**src/rtl/mprx_pkg.sv**
```systemverilog
package mprx_pkg;
  localparam int unsigned BYTE_W = 8;

  typedef enum logic [2:0] {
    ST_IDLE,
    ST_START,
    ST_DATA,
    ST_NINTH,
    ST_STOP1,
    ST_STOP2
  } rx_state_t;

  typedef struct packed {
    logic [BYTE_W-1:0] data;
    logic              ninth;
    logic              ferr;
  } frame_t;
endpackage

```
**src/rtl/mprx_frame_engine.sv**
```systemverilog
module mprx_frame_engine
  import mprx_pkg::*;
#(
  parameter int unsigned OVS = 16
) (
  input  logic   clk,
  input  logic   rst_n,
  input  logic   rx_in,
  input  logic   tick,
  input  logic   nine_en,
  input  logic   two_stop,
  output frame_t frame_o,
  output logic   done_o
);
  localparam int unsigned CW  = $clog2(OVS);
  localparam int unsigned IW  = $clog2(BYTE_W);
  localparam logic [CW-1:0] MID  = CW'(OVS / 2 - 1);
  localparam logic [CW-1:0] LAST = CW'(OVS - 1);
  localparam logic [IW-1:0] TOP  = IW'(BYTE_W - 1);

  logic              rx_meta, rx_s;
  rx_state_t         st;
  logic [CW-1:0]     cnt;
  logic [IW-1:0]     idx;
  logic [BYTE_W-1:0] shreg;
  logic              ninth_q, ferr_q, armed;

  // two-stage synchroniser for the asynchronous line
  always_ff @(posedge clk or negedge rst_n) begin
    if (!rst_n) begin
      rx_meta <= 1'b1;
      rx_s    <= 1'b1;
    end else begin
      rx_meta <= rx_in;
      rx_s    <= rx_meta;
    end
  end

  always_ff @(posedge clk or negedge rst_n) begin
    if (!rst_n) begin
      st      <= ST_IDLE;
      cnt     <= '0;
      idx     <= '0;
      shreg   <= '0;
      ninth_q <= 1'b0;
      ferr_q  <= 1'b0;
      armed   <= 1'b0;
      done_o  <= 1'b0;
      frame_o <= '0;
    end else begin
      done_o <= 1'b0;
      if (tick) begin
        unique case (st)
          ST_IDLE: begin
            if (rx_s) begin
              armed <= 1'b1;
            end else if (armed) begin
              st      <= ST_START;
              cnt     <= '0;
              ninth_q <= 1'b0;
              ferr_q  <= 1'b0;
            end
          end
          ST_START: begin
            if (cnt == MID) begin
              cnt <= '0;
              idx <= '0;
              st  <= rx_s ? ST_IDLE : ST_DATA;
            end else begin
              cnt <= cnt + 1'b1;
            end
          end
          ST_DATA: begin
            if (cnt == LAST) begin
              cnt   <= '0;
              shreg <= {rx_s, shreg[BYTE_W-1:1]};
              if (idx == TOP) st <= nine_en ? ST_NINTH : ST_STOP1;
              else            idx <= idx + 1'b1;
            end else begin
              cnt <= cnt + 1'b1;
            end
          end
          ST_NINTH: begin
            if (cnt == LAST) begin
              cnt     <= '0;
              ninth_q <= rx_s;
              st      <= ST_STOP1;
            end else begin
              cnt <= cnt + 1'b1;
            end
          end
          ST_STOP1: begin
            if (cnt == LAST) begin
              cnt <= '0;
              if (two_stop) begin
                ferr_q <= ~rx_s;
                st     <= ST_STOP2;
              end else begin
                st      <= ST_IDLE;
                armed   <= 1'b0;
                done_o  <= 1'b1;
                frame_o <= '{data: shreg, ninth: ninth_q, ferr: ~rx_s};
              end
            end else begin
              cnt <= cnt + 1'b1;
            end
          end
          ST_STOP2: begin
            if (cnt == LAST) begin
              cnt     <= '0;
              st      <= ST_IDLE;
              armed   <= 1'b0;
              done_o  <= 1'b1;
              frame_o <= '{data: shreg, ninth: ninth_q, ferr: ferr_q | ~rx_s};
            end else begin
              cnt <= cnt + 1'b1;
            end
          end
          default: st <= ST_IDLE;
        endcase
      end
    end
  end
endmodule

```
**src/rtl/mprx_addr_filter.sv**
```systemverilog
module mprx_addr_filter
  import mprx_pkg::*;
(
  input  logic              clk,
  input  logic              rst_n,
  input  logic              done,
  input  frame_t            frame,
  input  logic              nine_en,
  input  logic              filt_en,
  input  logic [BYTE_W-1:0] addr,
  output logic              deliver,
  output logic              bit9,
  output logic              err_pulse,
  output logic              selected
);
  logic filtering, is_addr, good;

  always_comb begin
    filtering = nine_en & filt_en;
    is_addr   = filtering & frame.ninth;
    good      = done & ~frame.ferr;
    deliver   = good & (~filtering | (~frame.ninth & selected));
    bit9      = nine_en & frame.ninth;
  end

  always_ff @(posedge clk or negedge rst_n) begin
    if (!rst_n) begin
      selected  <= 1'b0;
      err_pulse <= 1'b0;
    end else begin
      err_pulse <= done & frame.ferr;
      if (good && is_addr) selected <= (frame.data == addr);
    end
  end
endmodule

```
**src/rtl/mprx_out_stage.sv**
```systemverilog
module mprx_out_stage
  import mprx_pkg::*;
(
  input  logic              clk,
  input  logic              rst_n,
  input  logic              load,
  input  logic [BYTE_W-1:0] in_data,
  input  logic              in_bit9,
  input  logic              ready,
  output logic              valid,
  output logic [BYTE_W-1:0] data,
  output logic              bit9
);
  logic free;
  assign free = ~valid | ready;

  always_ff @(posedge clk or negedge rst_n) begin
    if (!rst_n) begin
      valid <= 1'b0;
      data  <= '0;
      bit9  <= 1'b0;
    end else if (free) begin
      valid <= load;
      if (load) begin
        data <= in_data;
        bit9 <= in_bit9;
      end
    end
  end
endmodule

```
**src/rtl/mp_uart_rx.sv**
```systemverilog
module mp_uart_rx
  import mprx_pkg::*;
#(
  parameter int unsigned OVS = 16
) (
  input  logic              clk,
  input  logic              rst_n,
  input  logic              rx_line,
  input  logic              os_tick,
  input  logic              cfg_nine,
  input  logic              cfg_filter,
  input  logic              cfg_two_stop,
  input  logic [BYTE_W-1:0] node_addr,
  output logic              rx_valid,
  input  logic              rx_ready,
  output logic [BYTE_W-1:0] rx_data,
  output logic              rx_bit9,
  output logic              frame_err
);
  frame_t eng_frame;
  logic   eng_done, pass, pass_bit9, sel_q;

  mprx_frame_engine #(.OVS(OVS)) u_engine (
    .clk(clk), .rst_n(rst_n), .rx_in(rx_line), .tick(os_tick),
    .nine_en(cfg_nine), .two_stop(cfg_two_stop),
    .frame_o(eng_frame), .done_o(eng_done)
  );

  mprx_addr_filter u_filter (
    .clk(clk), .rst_n(rst_n), .done(eng_done), .frame(eng_frame),
    .nine_en(cfg_nine), .filt_en(cfg_filter), .addr(node_addr),
    .deliver(pass), .bit9(pass_bit9), .err_pulse(frame_err), .selected(sel_q)
  );

  mprx_out_stage u_out (
    .clk(clk), .rst_n(rst_n), .load(pass), .in_data(eng_frame.data),
    .in_bit9(pass_bit9), .ready(rx_ready),
    .valid(rx_valid), .data(rx_data), .bit9(rx_bit9)
  );
endmodule

```
**config.mk**
```make
export PLATFORM = sky130hd
export DESIGN_NAME = mp_uart_rx
export DESIGN_NICKNAME = d
export VERILOG_FILES = /design/src/rtl/mprx_pkg.sv /design/src/rtl/mprx_frame_engine.sv /design/src/rtl/mprx_addr_filter.sv /design/src/rtl/mprx_out_stage.sv /design/src/rtl/mp_uart_rx.sv
export SDC_FILE = /design/constraint.sdc
export NUM_CORES = 1
export LEC_CHECK = 0
export BUFFER_PORTS_ARGS = -buffer_cell sky130_fd_sc_hd__buf_4
export CELL_PAD_IN_SITES_DETAIL_PLACEMENT = 0
export CELL_PAD_IN_SITES_GLOBAL_PLACEMENT = 1
export CORE_ASPECT_RATIO = 0.7
export CORE_MARGIN = 4
export CORE_UTILIZATION = 42
export DETAILED_ROUTE_END_ITERATION = 8
export GPL_ROUTABILITY_DRIVEN = 0
export MAX_ROUTING_LAYER = met4
export PLACE_DENSITY_LB_ADDON = 0.1
export SETUP_SLACK_MARGIN = 0.1
export SYNTH_ARGS = -nofsm -noshare
export SYNTH_HDL_FRONTEND = slang
export SYNTH_SLANG_ARGS = --single-unit
```
**constraint.sdc**
```tcl
create_clock -name clk -period 1.6 [get_ports clk]
set_clock_uncertainty 0.05 [all_clocks]
set_input_delay 0.08 -clock clk [delete_from_list [all_inputs] [get_ports clk]]
set_output_delay 0.08 -clock clk [all_outputs]
set_load 0.005 [all_outputs]
```
==> results of run 1 <==
[cell families (layout without fill, tap and decap cells)]
family                   count (synthesis)  count (layout)
XOR/XNOR                                 9               9
flip-flops                              46              46
multiplexers                            28              28
adder cells (fa/ha/maj)                  3               3
AND/OR/NAND/NOR                         53              54
AO/OA/AOI/OAI                           35              35
buffers and inverters                   16              90
[path summary, 6_finish.rpt]
path | slack [ns] | start | cells after the start | to
worst max-delay path | -0.02 | u_engine.cnt[3] | 4 | u_engine.st[1]
worst min-delay path | 0.01 | cfg_nine | 3 | u_out.bit9
worst max register to register | -0.02 | u_engine.cnt[3] | 4 | u_engine.st[1]
worst min register to register | 0.31 | u_engine.rx_meta | 0 | u_engine.rx_s
max in group asynchronous | 0.83 | rst_n | 2 | u_engine.st[0]
min in group asynchronous | 0.26 | rst_n | 2 | u_out.data[7]
[routing by layer]
metal / routed length (um) / share of wire
met4: 48 / 0.0087
met3: 216 / 0.039
met1: 2756 / 0.50
met2: 2483 / 0.45
met5: 0 / 0
[layout make-up]
cell class                 count  area [sq um]
fill                         427          1963
multi-input combinational    129          1265
sequential                    46          1157
timing repair buffer          74         610.6
tap                           72         90.09
clock buffer                   5         68.82
clock inverter                 3         45.04
inverter                       8         30.03
[state kept, by name, summed over array words and instances, names as in the netlist]
| signal | cells |
|---|---|
| u_engine.armed | 1 |
| u_engine.cnt | 4 |
| u_engine.done_o | 1 |
| u_engine.ferr_q | 1 |
| u_engine.frame_o | 10 |
| u_engine.idx | 3 |
| u_engine.ninth_q | 1 |
| u_engine.rx_meta | 1 |
| u_engine.rx_s | 1 |
| u_engine.shreg | 8 |
| u_engine.st | 3 |
| u_filter.err_pulse | 1 |
| u_filter.selected | 1 |
| u_out.bit9 | 1 |
| u_out.data | 8 |
| u_out.valid | 1 |
[through the flow]
| step | utilization | setup WS [ns] | instance area [sq um] |
|---|---|---|---|
| CTS | 0.6031 | 0.007862 | 3154 |
| detailed placement | 0.5304 | -0.1666 | 2774 |
| finish | 0.6246 | -0.01744 | 3267 |
| global route | 0.6246 | -0.1067 | 3267 |
| global placement | 0.5304 | -0.07382 | 2774 |
| floorplan | - | -0.06469 | 2328 |
[what timing repair did]
item                                   in CTS  in global routing
pin swaps                                  19                 12
endpoints found under the hold margin      45                  0
hold buffers                                2                  0
setup endpoints to repair                  35                 38
cloned                                      1                  0
resized for setup                          32                 18
buffers inserted                           13                  7
[cells in the mapped netlist, types with 2 or more instances]
| master | instances | area share |
|---|---|---|
| dfrtp_1 | 44 | 0.49 |
| mux2_1 | 16 | 0.080 |
| nand2_1 | 12 | 0.020 |
| mux2_2 | 10 | 0.050 |
| inv_1 | 8 | 0.013 |
| o21ai_0 | 8 | 0.018 |
| xnor2_1 | 8 | 0.031 |
| nand3_1 | 7 | 0.016 |
| a21oi_1 | 5 | 0.011 |
| nor2_1 | 5 | 0.0083 |
| nor2b_1 | 5 | 0.014 |
| nand2b_1 | 4 | 0.011 |
| nand4_1 | 4 | 0.011 |
| a21o_1 | 3 | 0.010 |
| buf_2 | 3 | 0.0067 |
| buf_6 | 3 | 0.015 |
| ha_1 | 3 | 0.017 |
| o22ai_1 | 3 | 0.0083 |
| o31ai_1 | 3 | 0.010 |
| a31oi_1 | 2 | 0.0056 |
| and2_1 | 2 | 0.0056 |
| dfstp_2 | 2 | 0.023 |
| mux2i_1 | 2 | 0.0089 |
| nor3_1 | 2 | 0.0044 |
| o2bb2ai_1 | 2 | 0.0078 |
[power by group through the flow]
| stage | combinational, uW | clock [uW] | sequential (uW) |
|---|---|---|---|
| 3_5_place_dp | 1350 | 0 | 1440 |
| 4_1_cts | 1650 | 895 | 1450 |
| 6_report | 1920 | 876 | 1450 |
| 5_1_grt | 2070 | 957 | 1470 |
| 3_3_place_gp | 1320 | 0 | 1440 |
| 2_1_floorplan | 869 | 0 | 1390 |
[worst max-delay path, delay by kind of cell (launching register included)]
kind             cells  cell delay (ns)
flip-flops           1             0.49
AND/OR/NAND/NOR      2             0.32
AO/OA/AOI/OAI        2             0.64
==> flow_summary_export.csv, run 1 <==
group,metric,value,unit
status,status,"complete, but fails checks",
status,violations,"negative setup slack",
critical_path,cpPeakStageDelay,0.49,ns
floorplan,ios,27,
floorplan,fp.coreArea,0.005230,sq mm
grt,antenna_found_initial,0,
power_and_ir_drop,p_leak,0.001519,uW
synthesis,syn_area,0.002253,sq mm
drt,ant_nets,0,
synthesis,async_flop_share,1.000,
power_and_ir_drop,internal_power,2773,uW
power_and_ir_drop,clkPwrFrac,0.206,
finish,final_cell_mix,"buf_4, dfrtp_1, mux2_4",
finish,antennaDiodeCount,0,
power_and_ir_drop,pwr-share-seq,0.341,
synthesis,muxShareOfSynthArea,0.1388,
synthesis,synth_top_family_by_area,"simple AND/OR/NAND/NOR gates",
finish,final_common_cell,"buf_4",
sta,period_share,1.011,
synthesis,ys.flop_type,"dfrtp_1",
finish,area_growth,44.97,%
sta,rsz0062_at_grt,"yes",
finish,fin_cells,337,
drt,via_per_inst,5.119,
critical_path,cp.arrival,1.76,ns
sta,worst_slew_pin_slew,0.5713,ns
critical_path,cpMaxStageDelayCell,"dfrtp_2",
finish,layout-drive-gt1-share,0.5585,
power_and_ir_drop,switchingPower,1468,uW
grt,overflow,0,
floorplan,die_h,69.29,um
drt,drtPass1Iterations,4,
grt,use_met3,0.04230,
placed_design,io_buffers,26,
grt,grt.met1_usage,0.2584,
synthesis,synth-edff-count,0,
synthesis,synth_warnings,0,
drt,vias,1725,
critical_path,path_class,"register to register",
synthesis,synth_simple_gate_area_frac,0.1460,
drt,drt_iter0_markers,88,
finish,nNetsFinal,283,
sta,slew_violations,0,
floorplan,initial_utilization,0.4309,
sta,timing.hold.ws,0.009501,ns
floorplan,dieArea,0.006620,sq mm
sta,fin_crit,1.617,ns
clocking,numCtsBuffers,5,
power_and_ir_drop,pwr_density_cell,1298,mW/mm^2
sta,postLayoutSetupSlackWorst,-0.01744,ns
grt,grt_use_total,0.1795,
power_and_ir_drop,irDropWorstVdd,0.7121,mV
placed_design,post-place-cells,307,
floorplan,row_count,22,
sta,setup_tns,-0.03534,ns
critical_path,worst_setup_path_start_kind,"register",
synthesis,ys_ff_latch,46,
power_and_ir_drop,sw_frac_of_total,0.3462,
synthesis,synthAdderAreaFrac,0.01666,
clocking,clk_pin_slew_worst_paths,0.09,ns
synthesis,synthXorXnorAreaFrac,0.03498,
clocking,clock-root-buffer,"clkbuf_8",
power_and_ir_drop,comb_power_share,0.452,
flow_run,maxCapViolations,0,
clocking,cts_max_path_buffers,2,
power_and_ir_drop,power,4241,uW
critical_path,crit_required,1.74,ns
clocking,clk_latency,0.30,ns
critical_path,path_max_fanout,6,
synthesis,yosysSeqAreaShare,0.5119,
sta,timing_hold_violations_final,0,
synthesis,synth-compound-area-share,0.1116,
drt,drc_errors,0,
grt,grt_pass1_wl,9108,um
synthesis,yosysUniqueCellTypes,49,
synthesis,netlist_instances,190,
grt,busiest_layer,"met1",
min_path,hp-class,"primary input to register",
sta,relSlewSlack,0.6191,
clocking,cts_max_level,2,
drt,wl_per_cell,16.33,um
critical_path,worstPathCellList,"nand3b_1 > a221oi_2 > nand2_2 > a221o_1",
synthesis,syn_nets,209,
synthesis,postSynthAreaPerCell,11.86,sq um
critical_path,setup.worst_path.end_class,"register",
placed_design,dp_hpwl,3551,um
grt,grt_max_degree,47,
clocking,cts_tree,"done",
grt,met2_usage,0.2550,
grt,grt_pass1_vias,1804,
floorplan,die_w,95.55,um
sta,fmax,0.6183,GHz
drt,wl,5504,um
clocking,cts_sinks,46,
sta,setup_viol,3,
Power figures use the tool's default switching activity.
==> run 2: changes to the inputs <==
--- a/config.mk
+++ b/config.mk
@@ -5,7 +5,7 @@
 export SDC_FILE = /design/constraint.sdc
 export NUM_CORES = 1
 export LEC_CHECK = 0
-export BUFFER_PORTS_ARGS = -buffer_cell sky130_fd_sc_hd__buf_4
+export BUFFER_PORTS_ARGS = -buffer_cell sky130_fd_sc_hd__buf_2
 export CELL_PAD_IN_SITES_DETAIL_PLACEMENT = 0
 export CELL_PAD_IN_SITES_GLOBAL_PLACEMENT = 1
 export CORE_ASPECT_RATIO = 0.7
==> run 2 against run 1 <==
  * Highest routed layer unchanged
  * Design area down 5.6%
  * Worst setup slack worse by 0.040 ns
  * The flow still finishes with violations (negative setup slack)
  * Critical endpoint is now u_engine.frame_o[6]
  * Cell count down 2.7%
==> flow_summary_export.csv, run 2 (synthesis results as in run 1) <==
group,metric,value,unit
finish,final_cell_mix,"dfrtp_1, buf_4, buf_2",
floorplan,dieArea,0.006620,sq mm
finish,final_common_cell,"dfrtp_1",
sta,relSlewSlack,0.7534,
placed_design,dp_hpwl,3528,um
drt,drc_errors,0,
sta,fmax,0.6032,GHz
power_and_ir_drop,irDropWorstVdd,0.5600,mV
min_path,hold_path_end,"u_out.bit9",
drt,ant_nets,0,
critical_path,crit_required,1.73,ns
finish,multiInputGateArea,0.001211,sq mm
sta,setup_viol,16,
clocking,clock-root-buffer,"clkbuf_8",
sta,slew_violations,0,
critical_path,worstPathCellList,"ha_4 > and3_4 > and4_4 > buf_12 > mux2_4",
sta,timing_hold_violations_final,0,
sta,rsz0062_at_grt,"yes",
power_and_ir_drop,pwr_density_cell,1242,mW/mm^2
floorplan,die_h,69.29,um
critical_path,cpMaxStageDelayCell,"dfrtp_1",
finish,largest_register_ffs,10,
floorplan,row_count,22,
critical_path,cp.arrival,1.79,ns
critical_path,worst_setup_path_start_kind,"register",
floorplan,ios,27,
sta,timing.hold.ws,0.03228,ns
sta,fin_crit,1.658,ns
finish,area.sequential,0.001156,sq mm
floorplan,fp.coreArea,0.005230,sq mm
finish,reg_top3,"u_engine.frame_o x10, u_engine.shreg x8, u_out.data x8",
finish,nNetsFinal,274,
min_path,hp-start,"cfg_nine",
status,violations,"negative setup slack",
grt,antenna_found_initial,0,
critical_path,cp_top_family,"simple AND/OR/NAND/NOR gates",
critical_path,r2r_setup_slack,-0.06,ns
drt,wl_per_cell,15.66,um
critical_path,r2r_cells,5,
grt,grt_max_degree,24,
grt,grt_pass1_wl,8349,um
min_path,hp-class,"primary input to register",
placed_design,io_buffers,26,
critical_path,path_buf_inv,1,
drt,vias,1728,
drt,drt_iter0_markers,102,
floorplan,initial_utilization,0.4309,
finish,largest_register,"u_engine.frame_o",
clocking,cts_sinks,46,
sta,worst_slew_pin_slew,0.3691,ns
finish,area_growth,36.81,%
grt,overflow,0,
min_path,min_path_cells,3,
floorplan,die_w,95.55,um
placed_design,dpl_cell_area,0.002744,sq mm
clocking,cts_max_path_buffers,2,
drt,drtPass1Iterations,4,
finish,antennaDiodeCount,0,
clocking,clk_pin_slew_worst_paths,0.09,ns
grt,grt_pass1_vias,1655,
critical_path,r2r_end,"u_engine.frame_o[6]",
finish,layout-drive-gt1-share,0.5156,
drt,via_per_inst,5.268,
sta,period_share,1.036,
sta,postLayoutSetupSlackWorst,-0.05776,ns
clocking,cts_tree,"done",
drt,wl,5136,um
grt,grt_use_total,0.1658,
critical_path,setup.worst_path.end_class,"register",
finish,final_area,0.003083,sq mm
clocking,clk_latency,0.30,ns
finish,fillers,437,
critical_path,path_class,"register to register",
status,status,"complete, but fails checks",
critical_path,cpPeakStageDelay,0.42,ns
clocking,cts_max_level,2,
critical_path,r2r-start,"u_engine.cnt[1]",
placed_design,dp_slack,-0.1326,ns
critical_path,path_max_fanout,6,
power_and_ir_drop,p_leak,0.001446,uW
clocking,numCtsBuffers,5,
flow_run,maxCapViolations,0,
run 2: changes by cell type in the layout (fill, tap and decap cells not counted), moves of 2 or more:
cell / change
buf_4: -33
buf_12: +2
buf_6: -2
buf_2: +25
run 2: worst register-to-register path: cells and delay by family, from the launching register on:
kind	cells	cell delay [ns]
muxes	1	0.30
DFF	1	0.42
adders and majority gates	1	0.19
and+or+nand+nor	2	0.45
buffers and inverters	1	0.13
run 2: how the worst max path moves through the flow:
stage          slack (ns)             endpoint             from  cells after the start
3_5_place_dp        -0.13      u_engine.idx[0]  u_engine.idx[0]                      6
5_1_grt             -0.12       u_engine.st[2]  u_engine.cnt[1]                      6
6_report            -0.06  u_engine.frame_o[6]  u_engine.cnt[1]                      5
3_3_place_gp        -0.07      u_engine.idx[0]  u_engine.idx[0]                      6
4_1_cts             -0.03    u_engine.shreg[6]  u_engine.cnt[1]                      5
2_1_floorplan       -0.06  u_engine.frame_o[1]  u_engine.cnt[0]                      6
run 2: timing repair:
item                                   CTS  global route
setup endpoints to repair               35            38
gates cloned                             0             1
resized for setup                       22            15
pin swaps                               13             9
endpoints found under the hold margin   45             0
hold buffers                             2             0
setup buffers                            6             2
run 2: power by group:
group	internal (uW)	switching (uW)	leakage [uW]
clock network	347	386	0.0000472
registers	1280	171	0.000619
logic	853	788	0.000780
total	2480	1350	0.00145
run 2: through the flow:
stage	utilization	TNS [ns]	cells	power (uW)
3_3_place_gp	0.5246	-0.3321	310	2764
6_report	0.5895	-0.4952	328	3829
5_1_grt	0.5895	-1.836	328	4066
4_1_cts	0.5754	-0.2319	326	3702
2_1_floorplan	-	-0.8359	190	2260
3_5_place_dp	0.5246	-1.457	310	2814
run 2: routing by layer:
metal	global-route usage	wire (um)	vias to the layer above
met5	-	0	-
met4	0.02839	18	0
met3	0.03688	201	2
met2	0.2265	2265	24
met1	0.2540	2651	883
li1	-	-	819
run 2: final cells by class:
class / count / share of cell area
inverter: 8 / 0.009740
timing repair buffer: 65 / 0.1623
multi-input combinational: 129 / 0.3929
clock buffer: 6 / 0.02679
tap: 72 / 0.02922
clock inverter: 2 / 0.004058
sequential: 46 / 0.3750
==> run 3: changes to the inputs <==
--- a/config.mk
+++ b/config.mk
@@ -15,7 +15,6 @@
 export GPL_ROUTABILITY_DRIVEN = 0
 export MAX_ROUTING_LAYER = met4
 export PLACE_DENSITY_LB_ADDON = 0.1
-export SETUP_SLACK_MARGIN = 0.1
 export SYNTH_ARGS = -nofsm -noshare
 export SYNTH_HDL_FRONTEND = slang
 export SYNTH_SLANG_ARGS = --single-unit
==> run 3 against run 2 <==
  * Via count shrank 4.6%
  * Largest power group unchanged
  * Total power decreased by 6.5%
  * Register-to-register slack gained 0.05 ns
  * Core utilization fell by 3.3 points
  * Die area unchanged
  * Sequential power about the same
  * The run still ends with negative setup slack left
  * Critical path depth is 1 lower
==> flow_summary_export.csv, run 3 (synthesis results as in run 1) <==
group,metric,value,unit
status,status,"complete, but fails checks",
status,violations,"negative setup slack",
critical_path,path_buf_inv,0,
grt,grt_use_total,0.1640,
power_and_ir_drop,switchingPower,1249,uW
critical_path,worst_setup_path_start_kind,"register",
floorplan,dieArea,0.006620,sq mm
finish,nNetsFinal,268,
floorplan,fp.coreArea,0.005230,sq mm
finish,area.sequential,0.001156,sq mm
sta,setup_tns,-0.007558,ns
critical_path,path_class,"register to register",
sta,timing.hold.ws,0.04121,ns
critical_path,worstPathCellList,"ha_4 > and3_4 > and4_4 > mux2_2",
drt,wl,4972,um
finish,reg_top3,"u_engine.frame_o x10, u_engine.shreg x8, u_out.data x8",
power_and_ir_drop,comb_power_share,0.417,
finish,final_util,0.5565,
sta,timing_hold_violations_final,0,
sta,relSlewSlack,0.6156,
drt,vias,1649,
grt,overflow,0,
power_and_ir_drop,pwr_density_cell,1230,mW/mm^2
critical_path,crit_required,1.73,ns
min_path,hp-class,"primary input to register",
placed_design,io_buffers,26,
finish,final_common_cell,"dfrtp_1",
grt,grt_pass1_vias,1648,
flow_run,maxCapViolations,0,
drt,ant_nets,0,
floorplan,initial_utilization,0.4309,
clocking,clk_pin_slew_worst_paths,0.08,ns
sta,worst_slew_pin_slew,0.5766,ns
sta,fin_crit,1.608,ns
power_and_ir_drop,sw_frac_of_total,0.3489,
placed_design,dp_hpwl,3641,um
power_and_ir_drop,internal_power,2331,uW
critical_path,cp_top_family,"simple AND/OR/NAND/NOR gates",
sta,slew_violations,0,
clocking,numCtsBuffers,5,
floorplan,die_h,69.29,um
critical_path,cpPeakStageDelay,0.40,ns
clocking,cts_tree,"done",
power_and_ir_drop,pwr-share-seq,0.395,
sta,postLayoutSetupSlackWorst,-0.007558,ns
grt,antenna_found_initial,0,
clocking,clock-root-buffer,"clkbuf_8",
finish,area_growth,29.15,%
clocking,clk_latency,0.29,ns
drt,drc_errors,0,
finish,largest_register,"u_engine.frame_o",
critical_path,path_max_fanout,5,
finish,antennaDiodeCount,0,
power_and_ir_drop,irDropWorstVdd,0.5912,mV
sta,setup_viol,1,
power_and_ir_drop,p_leak,0.001394,uW
drt,drt_iter0_markers,89,
critical_path,cp.arrival,1.74,ns
clocking,cts_max_level,2,
floorplan,die_w,95.55,um
finish,multiInputGateArea,0.001155,sq mm
drt,wl_per_cell,15.44,um
sta,rsz0062_at_grt,"yes",
critical_path,cpMaxStageDelayCell,"dfrtp_1",
power_and_ir_drop,clkPwrFrac,0.188,
grt,grt_pass1_wl,8197,um
clocking,cts_sinks,46,
floorplan,ios,27,
finish,layout-drive-gt1-share,0.4360,
floorplan,row_count,22,
clocking,cts_max_path_buffers,2,
finish,final_cell_mix,"dfrtp_1, buf_4, buf_2",
grt,grt_max_degree,47,
drt,via_per_inst,5.121,
sta,period_share,1.005,
finish,fillers,467,
critical_path,setup.worst_path.end_class,"register",
drt,drtPass1Iterations,4,
sta,fmax,0.6221,GHz
finish,largest_register_ffs,10,
run 3: cell count changes in the layout (fill, tap and decap cells not counted), moves of 3 or more:
cell      previous run  this run
mux2_4              18         9
mux2_1               0         8
buf_6                6         1
buf_12               4         1
clkbuf_1             0         3
run 3: area by class of cell:
cell class	instances	share of cell area
Multi-Input combinational cell	129	0.3968
Tap cell	72	0.03095
Timing Repair Buffer	59	0.1371
Sequential cell	46	0.3972
Clock buffer	8	0.02752
Inverter	8	0.01032
run 3: final timing paths:
check                           slack, ns  cells past startpoint        startpoint                  end
worst max-delay path               -0.008                      4   u_engine.cnt[0]  u_engine.frame_o[5]
worst min-delay path                 0.04                      3          cfg_nine           u_out.bit9
worst max register to register     -0.008                      4   u_engine.cnt[0]  u_engine.frame_o[5]
worst min register to register       0.32                      0  u_engine.rx_meta        u_engine.rx_s
max in group asynchronous            0.73                      3             rst_n      u_engine.cnt[3]
min in group asynchronous            0.35                      3             rst_n           u_out.bit9
run 3: metrics by stage:
step	instances	power, uW	instance area [sq um]	setup slack (ns)
after floorplan	190	2236	2296	-0.06469
after global placement	310	2749	2690	-0.07968
after detailed placement	310	2779	2690	-0.1522
after CTS	321	3523	2839	-0.002401
after global routing	322	3808	2910	-0.06157
final	322	3580	2910	-0.007558
run 3: layer usage:
metal / vias up / GRT usage / wire length (um)
met3: 2 / 0.03905 / 205
met2: 36 / 0.2296 / 2181
met1: 803 / 0.2382 / 2557
li1: 808 / - / -
met4: 0 / 0.04259 / 27
met5: - / - / 0
run 3: repair_timing:
item | 4_1_cts | 5_1_grt
pin swaps | 6 | 12
hold buffers | 2 | 0
cloned | 1 | 0
gates resized for setup | 9 | 16
setup endpoints to repair | 23 | 27
hold endpoints to repair | 45 | 0
setup buffers | 0 | 1
run 3: power groups by stage:
stage / sequential, uW / combinational (uW) / clock [uW]
after floorplan: 1390 / 847 / 0
after global placement: 1420 / 1330 / 0
after detailed placement: 1420 / 1360 / 0
after CTS: 1400 / 1420 / 703
after global routing: 1430 / 1620 / 758
final: 1420 / 1490 / 673
run 3: worst register-to-register path, stage by stage, from the launching register on:
cell	delay, ns
dfrtp_1	0.40
ha_4	0.17
and3_4	0.22
and4_4	0.31
mux2_2	0.35
